==> config.mk <==
export PLATFORM = sky130hd
export DESIGN_NAME = nan_prop_sel
export DESIGN_NICKNAME = d
export VERILOG_FILES = /design/src/rtl/nanp_pkg.sv /design/src/rtl/nanp_classify.sv /design/src/rtl/nanp_pick.sv /design/src/rtl/nanp_quiet.sv /design/src/rtl/nan_prop_sel.sv
export SDC_FILE = /design/constraint.sdc
export NUM_CORES = 1
export LEC_CHECK = 0
export BUFFER_PORTS_ARGS = -buffer_cell sky130_fd_sc_hd__clkbuf_2
export CORE_UTILIZATION = 44
export CTS_CLUSTER_SIZE = 8
export DETAILED_ROUTE_END_ITERATION = 8
export PLACE_DENSITY = 0.66
export SETUP_SLACK_MARGIN = 0.15
export SLEW_MARGIN = 20
export SYNTH_ARGS = -nofsm -noshare
export SYNTH_HDL_FRONTEND = slang
export SYNTH_SLANG_ARGS = --single-unit
==> constraint.sdc <==
create_clock -name clk -period 2.8 [get_ports clk]
set_input_delay 0.28 -clock clk [delete_from_list [all_inputs] [get_ports clk]]
set_output_delay 0.28 -clock clk [all_outputs]
set_load 0.05 [all_outputs]
==> src/rtl/nanp_pkg.sv <==
package nanp_pkg;

    typedef enum logic [1:0] {
        POL_ORDERED   = 2'd0,
        POL_FIRST_NAN = 2'd1,
        POL_MAGNITUDE = 2'd2,
        POL_RSVD      = 2'd3
    } nan_policy_e;

    typedef enum logic {
        S_IDLE    = 1'b0,
        S_RESOLVE = 1'b1
    } sel_state_e;

    typedef struct packed {
        logic is_nan;
        logic quiet;
        logic sig;
    } nan_class_t;

endpackage

==> src/rtl/nanp_classify.sv <==
module nanp_classify
    import nanp_pkg::*;
#(
    parameter int EXP_W  = 8,
    parameter int FRAC_W = 23
) (
    input  logic [EXP_W+FRAC_W:0] val,
    output nan_class_t            cls
);
    localparam int W = EXP_W + FRAC_W + 1;

    logic exp_ones;
    logic top_frac;
    logic low_frac;

    always_comb begin
        exp_ones   = &val[W-2 -: EXP_W];
        top_frac   = val[FRAC_W-1];
        low_frac   = |val[FRAC_W-2:0];
        cls.quiet  = exp_ones && top_frac;
        cls.sig    = exp_ones && !top_frac && low_frac;
        cls.is_nan = cls.quiet || cls.sig;
    end
endmodule

==> src/rtl/nanp_pick.sv <==
module nanp_pick
    import nanp_pkg::*;
#(
    parameter int WIDTH = 32
) (
    input  logic [WIDTH-1:0] a,
    input  logic [WIDTH-1:0] b,
    input  nan_class_t       ca,
    input  nan_class_t       cb,
    input  nan_policy_e      policy,
    output logic             pick_b
);
    logic a_larger;

    always_comb begin
        if (a[WIDTH-2:0] != b[WIDTH-2:0])
            a_larger = a[WIDTH-2:0] > b[WIDTH-2:0];
        else
            a_larger = a < b;
    end

    always_comb begin
        unique case (policy)
            POL_FIRST_NAN: pick_b = !ca.is_nan;
            POL_MAGNITUDE: begin
                if (ca.sig)
                    pick_b = cb.sig ? !a_larger : cb.quiet;
                else if (ca.quiet)
                    pick_b = cb.quiet ? !a_larger : 1'b0;
                else
                    pick_b = 1'b1;
            end
            POL_ORDERED, POL_RSVD: begin
                if (ca.sig)
                    pick_b = 1'b0;
                else if (cb.sig)
                    pick_b = 1'b1;
                else if (ca.quiet)
                    pick_b = 1'b0;
                else
                    pick_b = 1'b1;
            end
        endcase
    end
endmodule

==> src/rtl/nanp_quiet.sv <==
module nanp_quiet
    import nanp_pkg::*;
#(
    parameter int WIDTH  = 32,
    parameter int QBIT   = 22
) (
    input  logic [WIDTH-1:0] val,
    input  nan_class_t       cls,
    output logic [WIDTH-1:0] qval
);
    always_comb begin
        qval = val;
        if (cls.sig)
            qval[QBIT] = 1'b1;
    end
endmodule

==> src/rtl/nan_prop_sel.sv <==
module nan_prop_sel
    import nanp_pkg::*;
#(
    parameter int EXP_W  = 8,
    parameter int FRAC_W = 23
) (
    input  logic                     clk,
    input  logic                     rst_n,
    input  logic                     in_valid,
    input  logic [EXP_W+FRAC_W:0]    op_a,
    input  logic [EXP_W+FRAC_W:0]    op_b,
    input  logic [1:0]               policy,
    input  logic                     dflt_mode,
    input  logic                     flag_clr,
    output logic                     res_valid,
    output logic [EXP_W+FRAC_W:0]    res,
    output logic                     invalid_flag
);
    localparam int WIDTH = EXP_W + FRAC_W + 1;
    localparam int QBIT  = FRAC_W - 1;
    localparam logic [WIDTH-1:0] DEFAULT_NAN =
        {1'b0, {EXP_W{1'b1}}, 1'b1, {(FRAC_W-1){1'b0}}};

    sel_state_e  state_q, state_d;
    logic [WIDTH-1:0] opnd_q [2];
    nan_class_t  cls [2];
    nan_policy_e pol_q;
    logic        dm_q;
    logic        pick_b;
    logic [WIDTH-1:0] chosen;
    nan_class_t  chosen_cls;
    logic [WIDTH-1:0] chosen_q;
    logic        raise;

    for (genvar i = 0; i < 2; i++) begin : g_cls
        nanp_classify #(.EXP_W(EXP_W), .FRAC_W(FRAC_W)) cls_i (
            .val (opnd_q[i]),
            .cls (cls[i])
        );
    end

    nanp_pick #(.WIDTH(WIDTH)) pick_i (
        .a      (opnd_q[0]),
        .b      (opnd_q[1]),
        .ca     (cls[0]),
        .cb     (cls[1]),
        .policy (pol_q),
        .pick_b (pick_b)
    );

    always_comb begin
        chosen     = pick_b ? opnd_q[1] : opnd_q[0];
        chosen_cls = pick_b ? cls[1] : cls[0];
    end

    nanp_quiet #(.WIDTH(WIDTH), .QBIT(QBIT)) quiet_i (
        .val  (chosen),
        .cls  (chosen_cls),
        .qval (chosen_q)
    );

    // state register
    always_ff @(posedge clk or negedge rst_n) begin
        if (!rst_n)
            state_q <= S_IDLE;
        else
            state_q <= state_d;
    end

    // transitions: CAPTURE (S_IDLE -> S_RESOLVE), RETIRE (S_RESOLVE -> S_IDLE)
    always_comb begin
        state_d = state_q;
        unique case (state_q)
            S_IDLE:    if (in_valid) state_d = S_RESOLVE;
            S_RESOLVE: state_d = S_IDLE;
        endcase
    end

    // request capture
    always_ff @(posedge clk or negedge rst_n) begin
        if (!rst_n) begin
            opnd_q[0] <= '0;
            opnd_q[1] <= '0;
            pol_q     <= POL_ORDERED;
            dm_q      <= 1'b0;
        end else if (state_q == S_IDLE && in_valid) begin
            opnd_q[0] <= op_a;
            opnd_q[1] <= op_b;
            pol_q     <= nan_policy_e'(policy);
            dm_q      <= dflt_mode;
        end
    end

    assign raise = (state_q == S_RESOLVE) && (cls[0].sig || cls[1].sig);

    // outputs
    always_ff @(posedge clk or negedge rst_n) begin
        if (!rst_n) begin
            res_valid    <= 1'b0;
            res          <= '0;
            invalid_flag <= 1'b0;
        end else begin
            res_valid    <= 1'b0;
            invalid_flag <= (invalid_flag && !flag_clr) || raise;
            unique case (state_q)
                S_IDLE: ;
                S_RESOLVE: begin
                    res_valid <= 1'b1;
                    res       <= dm_q ? DEFAULT_NAN : chosen_q;
                end
            endcase
        end
    end
endmodule

After elaboration in Yosys (flattened, before gate mapping)
Index checks and enable logic that the tools add are counted.
{ "totals": {"out_inout_bits": 34, "reg_bits": 102, "in_bits": 71, "wordCells": 54} }
{ "op_classes": {"n_reduce_logical": 23, "n_lt_le_gt_ge": 2, "muxes": 16, "eq_ne": 4, "bitwise_logic": 1} }
{ "op_table": {"columns": ["operator", "count"], "rows": [
  ["$mux 32", 2],
  ["$reduce_or 22->1", 2],
  ["$lt 32x32->1", 1],
  ["$gt 31x31->1", 1],
  ["$ne 31x31->1", 1],
  ["$reduce_and 8->1", 2],
  ["$mux 1", 12],
  ["$logic_and 1x1->1", 9],
  ["$logic_not 1->1", 5],
  ["$eq 2x2->1 const B", 2],
  ["$logic_or 1x1->1", 3],
  ["$pmux 1 s3", 1],
  ["$eq 2x1->1 const B", 1],
  ["$logic_not 2->1", 1],
  ["$pmux 1 s2", 1],
  ["$reduce_or 2->1", 1],
  ["$not 1->1", 1]
]} }

Longest topological paths before layout
{ "logic_depth": {"word_depth": 10, "ltp_mapped": 11, "ltp_nobuf": 10} }

Modules after synthesis
From an unflattened synthesis, not the netlist that was laid out.
{ "unflattened": {"cells_unflattened": 520, "hier_area_um2": 5803.1} }
{ "by_module_without_submodules": {"columns": ["mod", "n_inst", "cells_each", "area_each_um2", "seq_area_each_um2"], "rows": [
  ["nan_prop_sel", 1, 326, 4400.5, 2552.4],
  ["nanp_pick", 1, 134, 980.9, 0.0],
  ["nanp_quiet", 1, 32, 239.0, 0.0],
  ["nanp_classify", 2, 14, 91.3, 0.0]
]} }

Worst setup path before layout
OpenSTA, ideal clock, no wires.
{ "synth_path": {"kind": "flip-flop to flip-flop", "start": "reg opnd_q[49] in the netlist's numbering", "end": "reg res[5]", "slack_ns": 0.262, "path_stages_with_launch": 11, "setup_ns": 0.138, "path_buffers": 1, "t_arrival_ns": 2.400, "required_ns": 2.662, "synth_period_minus_slack_ns": 2.538, "path_cell_list": "dfrtp_1 -> ha_1 -> a21o_1 -> a221o_1 -> a221o_1 -> a21o_1 -> o211ai_2 -> o211ai_2 -> buf_6 -> mux2i_1 -> o22ai_1"} }
{ "synth_via": {"elab_chain_len": 9, "word_cells_on_any_way": 17, "cone_classes": "order compare: 2; eq/ne: 1; mux: 9; reduce/logical: 5"} }
{ "synth_rtl": {"columns": ["item", "line_no", "text"], "rows": [
  ["start: declaration", "nan_prop_sel.sv:25", "logic [WIDTH-1:0] opnd_q [2];"],
  ["$lt 32x32->1, or another cell as far along", "nanp_pick.sv:19", "a_larger = a < b;"],
  ["$mux 1", "nanp_pick.sv:16", "if (a[WIDTH-2:0] != b[WIDTH-2:0])"],
  ["$logic_not 1->1", "nanp_pick.sv:27, nanp_pick.sv:29", null],
  ["$mux 1", "nanp_pick.sv:29", "pick_b = cb.quiet ? !a_larger : 1'b0;"],
  ["$mux 1", "nanp_pick.sv:28", "else if (ca.quiet)"],
  ["$mux 1", "nanp_pick.sv:26", "if (ca.sig)"],
  ["$pmux 1 s3 (*)", "nanp_pick.sv:23", "unique case (policy)"],
  ["$mux 32 (*)", "nan_prop_sel.sv:52", "chosen = pick_b ? opnd_q[1] : opnd_q[0];"],
  ["$mux 32 (*)", "nan_prop_sel.sv:109", "res <= dm_q ? DEFAULT_NAN : chosen_q;"],
  ["end signal: assignment", "nan_prop_sel.sv:109", null],
  ["end: declaration", "nan_prop_sel.sv:16", "output logic [EXP_W+FRAC_W:0] res,"]
]} }
Every way passes the cells marked *; elsewhere a longest branch is shown, timed or not.
A chain may end at the register's enable or synchronous reset.

Worst setup path in the final report
{ "layout_path": {"start": "reg opnd_q[5] in the netlist's numbering", "end": "reg res[15]"} }
The elaborated chain is that of the path after synthesis.

==> impl_metrics.toml <==
[floorplanning]
num_rows = 39
start_util_pct = 45.3
ios = 105
die_area_um2 = 12300
die_height_um = 111
dieWidth_um = 111
core-area_um2 = 11500

[routing]
drc = 0
vias_per_cell = 5.50
drt_iter0_markers = 224
dr_total_vias = 4418
routedWlPerCell_um = 17.8
ant_nets = 0
drt_pass1_iterations = 6
wl_um = 14300

[worst_setup_path]
crit_type = "flip-flop to flip-flop"
crit_path_max_fanout = 5
cp_cell_sequence = "buf_6 -> or4_4 -> nor3_4 -> a211oi_2 -> o221ai_2 -> o211ai_2 -> o211ai_4 -> buf_6 -> buf_12 -> buf_16 -> mux2i_1 -> o22ai_1"
cp_data_required_time_ns = 3.02
cpMostUsedCell = "buf_6"
critPathArrivalTime_ns = 3.02
cp_slowest_cell = "or4_4"
worstSetupEndpointType = "flip-flop"
startpoint_type = "flip-flop"
slowest_delay_ns = 0.57

[cts]
cts-root-buf = "clkbuf_16"
cts.path.max_buffers = 2
numCtsBuffers = 9
clkSlewWorstSetupHoldPaths_ns = 0.07
clock_latency_ns = 0.35
ctsHtreeMaxLevel = 3
clock_sink_count = 102
cts_tree = "yes"

[finish]
antenna_cells = 0
final_util_pct = 61.4
area_growth_pct = 35.4
nets = 761
final_layout_size_suffix_gt1_share_pct = 41.2

[global_routing]
grt_usage_pct = 23.3
grt-ovfl-total = 0
antenna_found_initial = 0
first_global_vias = 4581
grt_max_degree = 62
grt_pass1_wl_um = 22400

[logic_synthesis]
ys_types = 45
netlist_instances = 494
synth_edf_count = 0
syn_nets = 599
yosysTopAreaCellShare_pct = 49.1
synthMostInstantiatedCell = "dfrtp_1"
synthTopCellsByCount = "dfrtp_1 (102), inv_1 (60), nand2_1 (44), o21ai_0 (41), ha_1 (34)"
synth.avg_cell_area_um2 = 10.5
async_reset_ff_share_pct = 100
ys_ff_latch = 102
synth_area_um2 = 5200
yosysWarnings = 0
yosys.area.top_type = "dfrtp_1"
synth.area.top_cells = "dfrtp_1 (49%), ha_1 (8.2%), mux2_2 (7.1%)"
synth-main-ff-cell = "dfrtp_1"
ys_seq_area_share_pct = 49.1

[placement]
io_buffers = 104
globalplace.congestion = 0.863
dp_hpwl_um = 9840

[power_and_ir_drop]
max-vdd-ir-drop_uv = 462
p_per_area_nw_per_um2 = 755
leakagePower_nw = 3.30

[sta]
tightestPinTransition_ns = 0.673
final_max_slew_viol_count = 0
final-setup-viol-count = 0
post-route-period-util_pct = 99.9
holdWs_ns = 0.132
max_slew_margin_pct = 55.2
clock_skew_ns = 0.00941
fin_setup_tns_ns = 0
fmax_mhz = 357
hold_viol = 0
min_period_ns = 2.80
rsz0062_at_grt = "yes"

[worst_hold_path]
min_path_type = "input pin to flip-flop"

[outcome]
status = "finished, final reports clean"

[flow_run]
drv_cap = 0
[cells by family (layout without fill, tap and decap cells)]
group	count (synthesis)	after routing	share of synthesized area, %
DFF	102	102	49.1
AOI/OAI and AO/OA	112	112	13.5
buffers and inverters	82	248	6.36
and+or+nand+nor	100	100	9.77
adders and majority gates	34	34	8.18
muxes	64	64	13.1
[state kept, by name, indices dropped and copies added (netlist names)]
signal and flops:
res_valid 1, pol_q 2, dm_q 1, res 32, invalid_flag 1, state_q 1, opnd_q 64
[critical path: cells and delay by family, from the launching register on]
kind	cells	cell delay, ns
DFF	1	0.41
and+or+nand+nor	2	0.76
muxes	1	0.20
AOI/OAI and AO/OA	5	0.81
buffers and inverters	4	0.49
[cell type report]
class | count | area, um^2
inverters | 60 | 225
repair buffers | 173 | 1160
well taps | 143 | 179
clock inverters | 1 | 5.00
fillers | 924 | 4430
multi-input cells | 310 | 2650
flip-flops and latches | 102 | 2550
clock buffers | 14 | 264
[power breakdown]
| group | internal [W] | leakage [nW] | total (W) | switching (W) |
|---|---|---|---|---|
| logic | 0.000965 | 1.93 | 0.00220 | 0.00124 |
| registers | 0.00172 | 1.24 | 0.00192 | 0.000201 |
| clock network | 0.000647 | 0.133 | 0.00118 | 0.000537 |
[metrics by stage]
| stage | worst slack (ns) | cell area, um^2 | cells | total power [W] |
|---|---|---|---|---|
| 2_1_floorplan | 0.262 | 5200 | 494 | 0.00311 |
| 3_3_place_gp | 0.0151 | 6110 | 756 | 0.00363 |
| 3_5_place_dp | -0.0924 | 6110 | 756 | 0.00367 |
| 4_1_cts | 0.0400 | 6760 | 796 | 0.00512 |
| 5_1_grt | -0.0981 | 7040 | 803 | 0.00558 |
| 6_report | 0.00171 | 7040 | 803 | 0.00531 |
[repair_timing]
item / 4_1_cts / 5_1_grt
setup endpoints to repair: 31 / 32
hold endpoints to repair: 45 / 0
pin swaps: 15 / 13
gates cloned: 2 / 0
hold buffers: 1 / 0
gates resized for setup: 29 / 37
setup buffers: 22 / 7
[path summary, 6_finish.rpt]
path / endpoint / startpoint / cells after the start / slack, ns
max: res[15] / opnd_q[5] / 12 / 0.002
min: opnd_q[21] / op_b[21] / 3 / 0.13
max reg2reg: res[15] / opnd_q[5] / 12 / 0.002
min reg2reg: res[13] / res[13] / 2 / 0.53
max in group asynchronous: opnd_q[29] / rst_n / 3 / 1.57
min in group asynchronous: res_valid / rst_n / 2 / 0.49
[routing by layer]
| metal | wire length, um | part of all wire (%) | vias up | GRT usage, % |
|---|---|---|---|---|
| met1 | 6160 | 43 | 2154 | 29.9 |
| met3 | 671 | 4.7 | 39 | 3.77 |
| met4 | 431 | 3.0 | 0 | 9.87 |
| met5 | 0 | 0 | - | 0 |
| li1 | - | - | 2065 | - |
| met2 | 7030 | 49 | 160 | 39.1 |
[cells in the final DEF (no fill, tap or decap), types with 3 or more instances in the layout]
| cell | count |
|---|---|
| a21o_1 | 4 |
| a21oi_1 | 17 |
| a21oi_2 | 3 |
| and4_2 | 3 |
| buf_12 | 4 |
| buf_4 | 57 |
| buf_6 | 5 |
| clkbuf_1 | 3 |
| clkbuf_16 | 9 |
| clkbuf_2 | 103 |
| dfrtp_1 | 102 |
| ha_1 | 22 |
| ha_4 | 12 |
| inv_1 | 54 |
| inv_2 | 6 |
| mux2_2 | 33 |
| mux2i_1 | 22 |
| mux2i_2 | 4 |
| mux2i_4 | 5 |
| nand2_1 | 44 |
| nand3_1 | 4 |
| nand4_1 | 6 |
| nor2_1 | 14 |
| nor2b_1 | 3 |
| nor4_1 | 8 |
| o21ai_0 | 39 |
| o22ai_1 | 23 |
Power figures use the tool's default switching activity.
